`src/rtl/dma_addr_pkg.sv`:
```
package dma_addr_pkg;
  typedef struct packed {
    logic load;     // take write data
    logic advance;  // add the step
    logic stepTwo;  // step is 2 instead of 1
    logic bankBad;  // reserved bank select
  } addrStrobes_t;
endpackage

```
`src/rtl/dma_addr_ctrl.sv`:
```
module dma_addr_ctrl
  import dma_addr_pkg::*;
#(
  parameter int SEL_W = 2,
  parameter int BANKS = 3
) (
  input  logic             wrEn,
  input  logic             incMode,
  input  logic             wideXfer,
  input  logic             xferDone,
  input  logic [SEL_W-1:0] bankSel,
  output addrStrobes_t     strobes
);
  logic selReserved;

  always_comb begin
    selReserved     = (int'(bankSel) >= BANKS);
    strobes.load    = wrEn;
    strobes.bankBad = selReserved;
    strobes.stepTwo = wideXfer;
    // a write has priority over stepping; reserved bank freezes stepping
    strobes.advance = xferDone && incMode && !selReserved && !wrEn;
  end
endmodule

```
`src/rtl/dma_addr_dp.sv`:
```
module dma_addr_dp
  import dma_addr_pkg::*;
#(
  parameter int LOW_W = 16,
  parameter int HI_W  = 16,
  parameter int SEL_W = 2,
  parameter int BANKS = 3,
  parameter logic [HI_W-1:0] BANK0_HI = 16'h0080,
  parameter logic [HI_W-1:0] BANK1_HI = 16'h0081,
  parameter logic [HI_W-1:0] BANK2_HI = 16'h0082
) (
  input  logic             clk,
  input  logic             rstN,
  input  addrStrobes_t     strobes,
  input  logic [LOW_W-1:0] wrData,
  input  logic [SEL_W-1:0] bankSel,
  output logic [LOW_W-1:0] lowAddr,
  output logic [HI_W-1:0]  bankHi,
  output logic [LOW_W-1:0] rdData,
  output logic             bankErr
);
  localparam logic [LOW_W-1:0] STEP_ONE = LOW_W'(1);
  localparam logic [LOW_W-1:0] STEP_TWO = LOW_W'(2);
  localparam logic [HI_W-1:0] BASES [BANKS] = '{BANK0_HI, BANK1_HI, BANK2_HI};

  logic [LOW_W-1:0] wrSwapped;
  logic [LOW_W-1:0] stepVal;
  logic [LOW_W-1:0] nextLow;
  logic [HI_W-1:0]  selBase;

  // register bit k is address bit LOW_W-1-k
  for (genvar k = 0; k < LOW_W; k++) begin : g_swap
    assign wrSwapped[k] = wrData[LOW_W-1-k];
    assign rdData[k]    = lowAddr[LOW_W-1-k];
  end

  always_comb begin
    stepVal = strobes.stepTwo ? STEP_TWO : STEP_ONE;
    nextLow = lowAddr;
    if (strobes.load)         nextLow = wrSwapped;
    else if (strobes.advance) nextLow = lowAddr + stepVal; // wraps in bank
    selBase = bankHi;
    for (int b = 0; b < BANKS; b++)
      if (int'(bankSel) == b) selBase = BASES[b];
  end

  always_ff @(posedge clk or negedge rstN) begin
    if (!rstN) begin
      lowAddr <= '0;
      bankHi  <= BANK0_HI;
      bankErr <= 1'b0;
    end else begin
      lowAddr <= nextLow;
      bankErr <= strobes.bankBad;
      if (!strobes.bankBad) bankHi <= selBase;
    end
  end
endmodule

```
`src/rtl/dma_bank_addr_gen.sv`:
```
module dma_bank_addr_gen
  import dma_addr_pkg::*;
#(
  parameter int LOW_W = 16,
  parameter int HI_W  = 16,
  parameter int SEL_W = 2,
  parameter int BANKS = 3,
  parameter logic [HI_W-1:0] BANK0_HI = 16'h0080,
  parameter logic [HI_W-1:0] BANK1_HI = 16'h0081,
  parameter logic [HI_W-1:0] BANK2_HI = 16'h0082
) (
  input  logic                  clk,
  input  logic                  rstN,
  input  logic                  wrEn,
  input  logic [LOW_W-1:0]      wrData,
  input  logic                  incMode,
  input  logic                  wideXfer,
  input  logic [SEL_W-1:0]      bankSel,
  input  logic                  xferDone,
  output logic [LOW_W-1:0]      rdData,
  output logic [HI_W+LOW_W-1:0] addr,
  output logic                  bankErr
);
  addrStrobes_t     strobes;
  logic [LOW_W-1:0] lowAddr;
  logic [HI_W-1:0]  bankHi;

  dma_addr_ctrl #(.SEL_W(SEL_W), .BANKS(BANKS)) u_ctrl (
    .wrEn(wrEn), .incMode(incMode), .wideXfer(wideXfer),
    .xferDone(xferDone), .bankSel(bankSel), .strobes(strobes)
  );

  dma_addr_dp #(
    .LOW_W(LOW_W), .HI_W(HI_W), .SEL_W(SEL_W), .BANKS(BANKS),
    .BANK0_HI(BANK0_HI), .BANK1_HI(BANK1_HI), .BANK2_HI(BANK2_HI)
  ) u_dp (
    .clk(clk), .rstN(rstN), .strobes(strobes), .wrData(wrData),
    .bankSel(bankSel), .lowAddr(lowAddr), .bankHi(bankHi),
    .rdData(rdData), .bankErr(bankErr)
  );

  assign addr = {bankHi, lowAddr};
endmodule

```
`config.mk`:
```
export PLATFORM = sky130hd
export DESIGN_NAME = dma_bank_addr_gen
export DESIGN_NICKNAME = d
export VERILOG_FILES = /design/src/rtl/dma_addr_pkg.sv /design/src/rtl/dma_addr_ctrl.sv /design/src/rtl/dma_addr_dp.sv /design/src/rtl/dma_bank_addr_gen.sv
export SDC_FILE = /design/constraint.sdc
export NUM_CORES = 1
export LEC_CHECK = 0
export BUFFER_PORTS_ARGS = -buffer_cell sky130_fd_sc_hd__buf_2
export CORE_MARGIN = 5
export CORE_UTILIZATION = 44
export CTS_CLUSTER_DIAMETER = 40
export DETAILED_ROUTE_END_ITERATION = 10
export GPL_ROUTABILITY_DRIVEN = 0
export MAX_ROUTING_LAYER = met4
export PLACE_DENSITY = 0.79
export SLEW_MARGIN = 40
export SYNTH_ARGS = -nofsm -noshare
export SYNTH_HDL_FRONTEND = slang
export SYNTH_SLANG_ARGS = --single-unit
```
`constraint.sdc`:
```
create_clock -name clk -period 2.6 [get_ports clk]
set_input_delay 0.78 -clock clk [delete_from_list [all_inputs] [get_ports clk]]
set_output_delay 0.78 -clock clk [all_outputs]
set_load 0.02 [all_outputs]
```
# == After elaboration in Yosys (flattened, before gate mapping) ==
# Index checks and enable logic that the tools add are counted.
# word_totals
regBits,33
inputBits,24
output_inout_bits,49
word_cells,23
# op_classes
n_addsub,1
order_cmp,1
n_eq_ne,2
mux,6
bitwise,1
reduce_logical,9
# op_table
operator,count
$mux 16,5
$add 16x16->16,1
$eq 2x2->1 const B,2
$logic_and 1x1->1,3
$reduce_bool 3->1,1
$ge 2x2->1 const B,1
$logic_not 1->1,2
$logic_not 2->1,1
$mux 2,1
$reduce_and 2->1,1
$reduce_bool 2->1,1
$not 1->1,1

# == Logic depth before layout (Yosys ltp) ==
# Gate-level depths: netlist of run 1.
# logic_depth
word_depth,6
ltp_mapped,8

# == Cells and area by module ==
# A second synthesis of run 1 with hierarchy kept.
# hier_totals
cells_unflattened,152
area_unflattened_um2,1325.0
# modules_own_cells
module,n_inst,cells_each,area_each_um2
dma_addr_dp,1,146,1280.0
dma_addr_ctrl,1,6,45.0

# == Least setup slack after synthesis of run 1 ==
# Ideal clock, no wire load.
# synth_timing
kind,input to register
startpoint,input wideXfer
endpoint,register u_dp.lowAddr[14]
setup_ns,0.082
t_arrival_ns,2.582
required_time_ns,2.518
setup_slack_ns,-0.064
cell_stages,8
cell_sequence,inv_1 > ha_1 > inv_1 > fa_1 > or3_1 > clkbuf_1 > or4_1 > a31oi_1
# synth_between
elab_chain_len,4
# synth_rtl
element,line,source
start: declaration,dma_bank_addr_gen.sv:17,"input logic wideXfer,"
$mux 2,dma_addr_dp.sv:38,stepVal = strobes.stepTwo ? STEP_TWO : STEP_ONE;
$add 16x16->16,dma_addr_dp.sv:41,else if (strobes.advance) nextLow = lowAddr + stepVal;
$mux 16,dma_addr_dp.sv:41,
$mux 16,dma_addr_dp.sv:40,if (strobes.load) nextLow = wrSwapped;
end signal: assignment,dma_addr_dp.sv:53,lowAddr <= nextLow;
end: declaration,dma_addr_dp.sv:17,"output logic [LOW_W-1:0] lowAddr,"
# No other way between the ends. The select of a mux whose other input is x is not followed.
# A chain may end at the register's enable or synchronous reset.

# == Worst setup path after layout of run 1 ==
# Same ends and word-level chain as after synthesis.

==> summary.md, run 1 <==
| Metric | Value |
|---|---|
| Vias | 1145 |
| Die Wd | 65.1 um |
| Area after DPL | 1500 sq um |
| CTS tree | done |
| Post-synth top area cell | dfrtp_1 |
| Fin. Hold Viols | 0 |
| Final setup fails | 0 |
| Hold buffer count at CTS | 0 |
| Mapped Area | 1340 sq um |
| Leakage power | 0.721 nW |
| Cells on worst reg2reg path | 6 |
| Initial antenna violation count | 0 |
| Peak Freq | 406 MHz |
| Avg Synthesized Cell Area | 8.68 sq um |
| Synthesis-stage register bit count | 19 |
| Critical path endpoint category | flop |
| CTS HTree Levels | 1 |
| Core Util, Final | 51.3% |
| Post-Syn Instances | 154 |
| Critical Path Start Type | input port |
| Vias in the first global route | 1090 |
| Netlist cell types | 31 |
| Antenna Nets Post-Route | 0 |
| Diodes inserted | 0 |
| TritonRoute pass-1 iters | 4 |
| Most common cell after layout, fill and taps aside | buf_2 |
| Final worst slack | 135 ps |
| Fin crit share | 94.8% |
| Data required time of the critical path | 2830 ps |
| Final wirelength | 3000 um |
| Share of cells above drive strength 1 | 38.4% |
| Commonest non-fill, non-tap cells in the layout | 58 x buf_2, 19 x dfrtp_1, 15 x nand2_1, 14 x conb_1 |
| Status | complete, no violations |
| Synth top area share | 35.6% |
| Fin crit period | 2470 ps |
| RSZ-0062 raised after global routing | false |
| Worst r2r src | u_dp.lowAddr[0] |
| Ys Warns | 0 |
| Power per cell area | 498 nW/um^2 |
| Latest clock arrival within the worst-skew pair | 300 ps |
| GRT overflow | 0 |
| DRC | 0 |
| Worst slack, placed | -120 ps |
| Drt via density | 4.96 |
| HPWL Detailed | 2290 um |
| Clk root buf | clkbuf_4 |
| Core footprint | 2980 sq um |
| R2R Path End | u_dp.lowAddr[14] |
| VDD IR max | 0.000280 V |
| Die ar. | 4240 sq um |
| Seq/Total Area, Yosys | 35.6% |
| Port bufs | 58 |
| Clock Skew | 6.43 ps |
| # Max-Cap Violations | 0 |
| Setup Fix Bufs, Post-CTS | 0 |
| First-pass GRT wire length | 4800 um |
| Clock Path Buffers | 2 |
| Cell area after layout | 1530 sq um |
| CTS Sinks | 19 |
| Wire per inst | 13.0 um |
| Slew Viols, Final | 0 |
| Hold Crit Class | in2async |
| Die span in y | 65.1 um |
| # IOs | 73 |
| Final #Nets | 226 |
| Resize count post-CTS | 0 |
| Pin count of the biggest net entering global routing | 20 |
| R2R Setup Slk | 360 ps |
| Starting Density | 44.9% |
| Cts bufs inserted | 3 |
| Syn-to-layout area delta | 14.2% |
| DRT iter0 DRCs | 27 |
| Top cells by area, synth | dfrtp_1 36%, buf_4 17%, or4_1 4.5% |
| WS Path Type | in2reg |
| Crit Path Max Fanout | 6 |
| Clk pin slew, worst setup/hold paths | 110 ps |
| Tot Pwr | 0.761 mW |
| Total GRT Usage | 14.9% |
| CP arrival | 2690 ps |
| FILL cells | 299 |
| Num rows | 20 |
Yosys cell counts:
cell,n
buf_4,30
dfrtp_1,19
nand2_1,15
nor2_1,9
o21ai_0,9
a31oi_1,8
or4_1,8
inv_1,7
o31ai_1,6
xnor2_1,5
clkbuf_1,4
nand3_1,4
nor4_1,4
or3_1,3
a21boi_0,2
buf_6,2
conb_1,2
ha_1,2
nand4_1,2
or3_2,2
a21oi_1,1
and2_4,1
and3_1,1
and4_1,1
clkinv_1,1
fa_1,1
mux2_2,1
mux2i_1,1
o211ai_1,1
or2_2,1
or3_4,1
state kept, by name (all words and copies together), names as in the netlist:
| register | cells |
|---|---|
| u_dp.bankErr | 1 |
| u_dp.bankHi | 2 |
| u_dp.lowAddr | 16 |
how the worst max path moves through the flow:
stage,from,endpoint,depth (start not counted)
5_1_grt,wideXfer,u_dp.lowAddr[14],8
6_report,wideXfer,u_dp.lowAddr[14],8
3_5_place_dp,wideXfer,u_dp.lowAddr[14],8
3_3_place_gp,wideXfer,u_dp.lowAddr[14],8
4_1_cts,wideXfer,u_dp.lowAddr[14],8
2_1_floorplan,wideXfer,u_dp.lowAddr[14],8
final cells by class:
cell class,count,area [sq um],share of cell area (%)
Tap cell,33,41.3,2.70
Inverter,8,30.0,1.97
Sequential cell,19,475,31.1
Multi-Input combinational cell,103,618,40.5
Clock buffer,4,26.3,1.72
Timing Repair Buffer,64,335,22.0
metal layers:
layer / wire (um) / global-route usage (%) / share of wire (%) / vias to the layer above
li1: - / - / - / 583
met4: 23 / 3.11 / 0.77 / 0
met2: 1360 / 24.8 / 45 / 50
met3: 268 / 4.27 / 8.9 / 4
met1: 1340 / 18.2 / 45 / 508
met5: 0 / - / 0 / -
where the power goes:
group          internal, mW  total, mW  leakage [nW]  switching [mW]
Clock                0.0599      0.153        0.0150          0.0935
Combinational        0.0888      0.251         0.481           0.162
Sequential            0.322      0.356         0.224          0.0344
Total                 0.470      0.761         0.721           0.290
worst max-delay path, cell delays in order:
cell and delay, ps:
buf_2 110, inv_2 50, ha_2 170, inv_1 60, fa_2 350, or3_1 460, or4_1 510, a31oi_1 210
stage by stage:
step	std cells	hold slack (ps)	setup TNS, ps
after floorplan	166	484	0
after global placement	227	514	-105
after detailed placement	227	516	-331
after CTS	231	413	0
after global routing	231	427	0
final	231	401	0
cells by family after synthesis:
kind of cell	synth area share (%)
flops	35.6
mux	1.59
compound gates	12.5
simple gates	21.2
xor+xnor	3.28
fa+ha+maj	3.37
other cells	0.562
buf+inv	21.9
(Power assumes the default switching activity.)
==> run 2, diff against run 1 <==
ABC_AREA = 1   (was default)
CORE_UTILIZATION = 47   (was 44)
PLACE_DENSITY = 0.81   (was 0.79)
RECOVER_POWER = 100   (was default)
==> summary.md, run 2 <==
| Metric | Value |
|---|---|
| Status | complete, no violations (unchanged) |
| R2R Setup Slk | 710 ps (was 360 ps) |
| Compound-Gate Fraction of Synth Area | 7.95% (was 12.5%) |
| Top_reg_cell synth | dfrtp_1 (unchanged) |
| Peak Freq | 468 MHz (was 406 MHz) |
| FILL cells | 346 (was 299) |
| Worst Hold Depth | 1 |
| Port bufs | 58 (unchanged) |
| Total Neg Setup Slack | 0 ps (unchanged) |
| Hold buffer count at CTS | 0 (unchanged) |
| HPWL Detailed | 2750 um (was 2290 um) |
| Seq/Total Area, Yosys | 30.8% (was 35.6%) |
| Antenna Nets Post-Route | 0 (unchanged) |
| Resize count post-CTS | 0 (unchanged) |
| Slew margin rel. | 32.1% |
| GRT overflow | 0 (unchanged) |
| CP arrival | 2400 ps (was 2690 ps) |
| Num rows | 20 (unchanged) |
| DRT iter0 DRCs | 53 (was 27) |
| Most common cell in the netlist | nand2_1 (was buf_4) |
| Setup Fix Bufs, Post-CTS | 0 (unchanged) |
| Clk pin slew, worst setup/hold paths | 110 ps (about the same) |
| Crit Path Max Fanout | 4 (was 6) |
| Vias | 1362 (was 1145) |
| Fin crit period | 2140 ps (was 2470 ps) |
| Cells on worst reg2reg path | 12 (was 6) |
| Async set-or-reset flop fraction in the synthesized netlist | 100% (unchanged) |
| Multiplexer area fraction after synthesis | 0% (was 1.59%) |
| Share of cells above drive strength 1 | 17.7% (was 38.4%) |
| TritonRoute pass-1 iters | 4 (unchanged) |
| Commonest cells post-synth | 58 x nand2_1, 32 x buf_4, 20 x nor2_1, 19 x dfrtp_1 (was 30 x buf_4, 19 x dfrtp_1, 15 x nand2_1, 9 x nor2_1, 9 x o21ai_0) |
| Final hold slack | 514 ps (was 401 ps) |
| Top cells by area, synth | dfrtp_1 31%, buf_4 16%, nand2_1 14% (was dfrtp_1 36%, buf_4 17%, or4_1 4.5%) |
| Hold path endpoint | u_dp.bankHi[0] |
| Post-synth top area cell | dfrtp_1 (unchanged) |
| Worst slack, placed | 200 ps (was -120 ps) |
| Crit-path cells | clkbuf_1, inv_1, ha_1, inv_1, fa_1, inv_1, nand2_1, nor2_1, nand3_2, nor2_2, nor2_1, nand2_1, nand2_1, nand2_1 (was buf_2, inv_2, ha_2, inv_1, fa_2, or3_1, or4_1, a31oi_1) |
| Core footprint | 3100 sq um (was 2980 sq um) |
| Reg area | 475 sq um (unchanged) |
| Die span in y | 67.3 um (was 65.1 um) |
| VDD IR max | 0.000307 V (was 0.000280 V) |
| CTS Sinks | 19 (unchanged) |
| Synth top area share | 30.8% (was 35.6%) |
| Hold Crit Class | reg2reg (was in2async) |
| Hold Startpoint | u_dp.bankHi[0] |
| # IOs | 73 (unchanged) |
| Tot Pwr | 0.859 mW (was 0.761 mW) |
| Latest clock arrival within the worst-skew pair | 310 ps (was 300 ps) |
| Top reg by flops | u_dp.lowAddr (unchanged) |
| Slowest cell on crit path | fa_1 (was or4_1) |
| Synthesis-stage register bit count | 19 (unchanged) |
| Post-synth EDFFs | 0 (unchanged) |
| Synth Area in Simple Gates | 36.1% (was 21.2%) |
| Total GRT Usage | 17.0% (was 14.9%) |
| Final worst slack | 463 ps (was 135 ps) |
| Clk root buf | clkbuf_4 (unchanged) |
| Footprint of the multi-input gates | 756 sq um (was 618 sq um) |
| Syn-to-layout area delta | 6.24% (was 14.2%) |
| Worst r2r src | u_dp.lowAddr[0] (unchanged) |
| Ys Warns | 0 (unchanged) |
| Power per cell area | 524 nW/um^2 (was 498 nW/um^2) |
| Pin count of the biggest net entering global routing | 20 (unchanged) |
| Clock Skew | 3.62 ps (was 6.43 ps) |
| Slew Viols, Final | 0 (unchanged) |
| Leakage power | 0.800 nW (was 0.721 nW) |
| Final wirelength | 3510 um (was 3000 um) |
| CTS tree | done (unchanged) |
| CTS HTree Levels | 1 (unchanged) |
| First-pass GRT wire length | 5660 um (was 4800 um) |
| Mapped Area | 1540 sq um (was 1340 sq um) |
| Critical Path Start Type | input port (unchanged) |
| Starting Density | 49.7% (was 44.9%) |
| Avg Synthesized Cell Area | 7.28 sq um (was 8.68 sq um) |
| Fin. Hold Viols | 0 (unchanged) |
| Clock Path Buffers | 2 (unchanged) |
| Synth Area in Adders | 2.92% (was 3.37%) |
| Die ar. | 4530 sq um (was 4240 sq um) |
| Most common cell after layout, fill and taps aside | nand2_1 (was buf_2) |
| Vias in the first global route | 1222 (was 1090) |
| Die Wd | 67.3 um (was 65.1 um) |
| Max FFs per register | 16 (unchanged) |
| R2R Path End | u_dp.lowAddr[12] (was u_dp.lowAddr[14]) |
| DRC | 0 (unchanged) |
| Final #Nets | 282 (was 226) |
| Netlist cell types | 26 (was 31) |
| Main combinational cell family by area after synthesis | simple AND/OR/NAND/NOR gates (was buffers and inverters) |
| Drt via density | 4.57 (was 4.96) |
| Synth Area in XOR/XNOR | 0.568% (was 3.28%) |
| RSZ-0062 raised after global routing | false (unchanged) |
| Commonest non-fill, non-tap cells in the layout | 60 x nand2_1, 38 x clkbuf_1, 23 x nor2_1, 20 x buf_2, 19 x dfrtp_1 (was 58 x buf_2, 19 x dfrtp_1, 15 x nand2_1, 14 x conb_1) |
| Post-Syn Instances | 212 (was 154) |
| Data required time of the critical path | 2860 ps (was 2830 ps) |
| Diodes inserted | 0 (unchanged) |
| Cell mode on critical path | nand2_1 |
| Worst-Margin Slew | 1020 ps |
| Initial antenna violation count | 0 (unchanged) |
| WS Path Type | in2reg (unchanged) |
| Cts bufs inserted | 3 (unchanged) |
| # Max-Cap Violations | 0 (unchanged) |
| Largest stage delay, worst path | 400 ps (was 510 ps) |
| Largest regs | u_dp.lowAddr: 16 flops, u_dp.bankHi: 2 flops, u_dp.bankErr: 1 flops (unchanged) |
| Fin crit share | 82.2% (was 94.8%) |
| Final setup fails | 0 (unchanged) |
| Wire per inst | 11.8 um (was 13.0 um) |
| Critical path endpoint category | flop (unchanged) |
-- run 2: area by class of cell --
type,instances,share of cell area (%)
tap,44,3.36
clock buffer,3,1.37
sequential,19,29.0
clock inverter,1,0.305
inverter,20,4.58
timing repair buffer,59,15.3
multi-input combinational,152,46.1
-- run 2: worst max-delay path, delay by kind of cell --
kind	cells	cell delay, ps
buffers and inverters	4	310
adders and majority gates	2	570
and+or+nand+nor	8	740
-- run 2: kinds of logic after synthesis --
kind of cell               Yosys count
AOI/OAI and AO/OA                   19
xor gates and xnor gates             1
adders and majority gates            3
buffers and inverters               53
DFF                                 19
other                                2
and+or+nand+nor                    115
-- run 2: power by group --
| part | switching (mW) | internal [mW] |
|---|---|---|
| sequential | 0.0552 | 0.329 |
| combinational | 0.226 | 0.0904 |
| clock | 0.100 | 0.0577 |
| total | 0.382 | 0.477 |
-- run 2: worst max path at each step --
stage	depth (start not counted)	slack, ps	end	startpoint
global placement	14	260	u_dp.lowAddr[12]	wideXfer
global route	11	270	u_dp.lowAddr[6]	wideXfer
CTS	14	540	u_dp.lowAddr[12]	wideXfer
finish	14	460	u_dp.lowAddr[12]	wideXfer
floorplan	10	420	u_dp.lowAddr[6]	wideXfer
detailed placement	14	200	u_dp.lowAddr[12]	wideXfer
-- run 2: metrics by stage --
step	utilization [%]	std cells	instance area, sq um
CTS	55.3	298	1720
global route	52.8	298	1640
floorplan	-	224	1590
detailed placement	54.4	294	1690
global placement	54.4	294	1690
finish	52.8	298	1640
-- run 2: metal layers --
| metal | vias to the layer above | wire, um | track usage (%) |
|---|---|---|---|
| met5 | - | 0 | - |
| li1 | 704 | - | - |
| met2 | 42 | 1700 | 27.0 |
| met1 | 611 | 1530 | 21.0 |
| met4 | 0 | 46 | 5.32 |
| met3 | 5 | 233 | 4.66 |
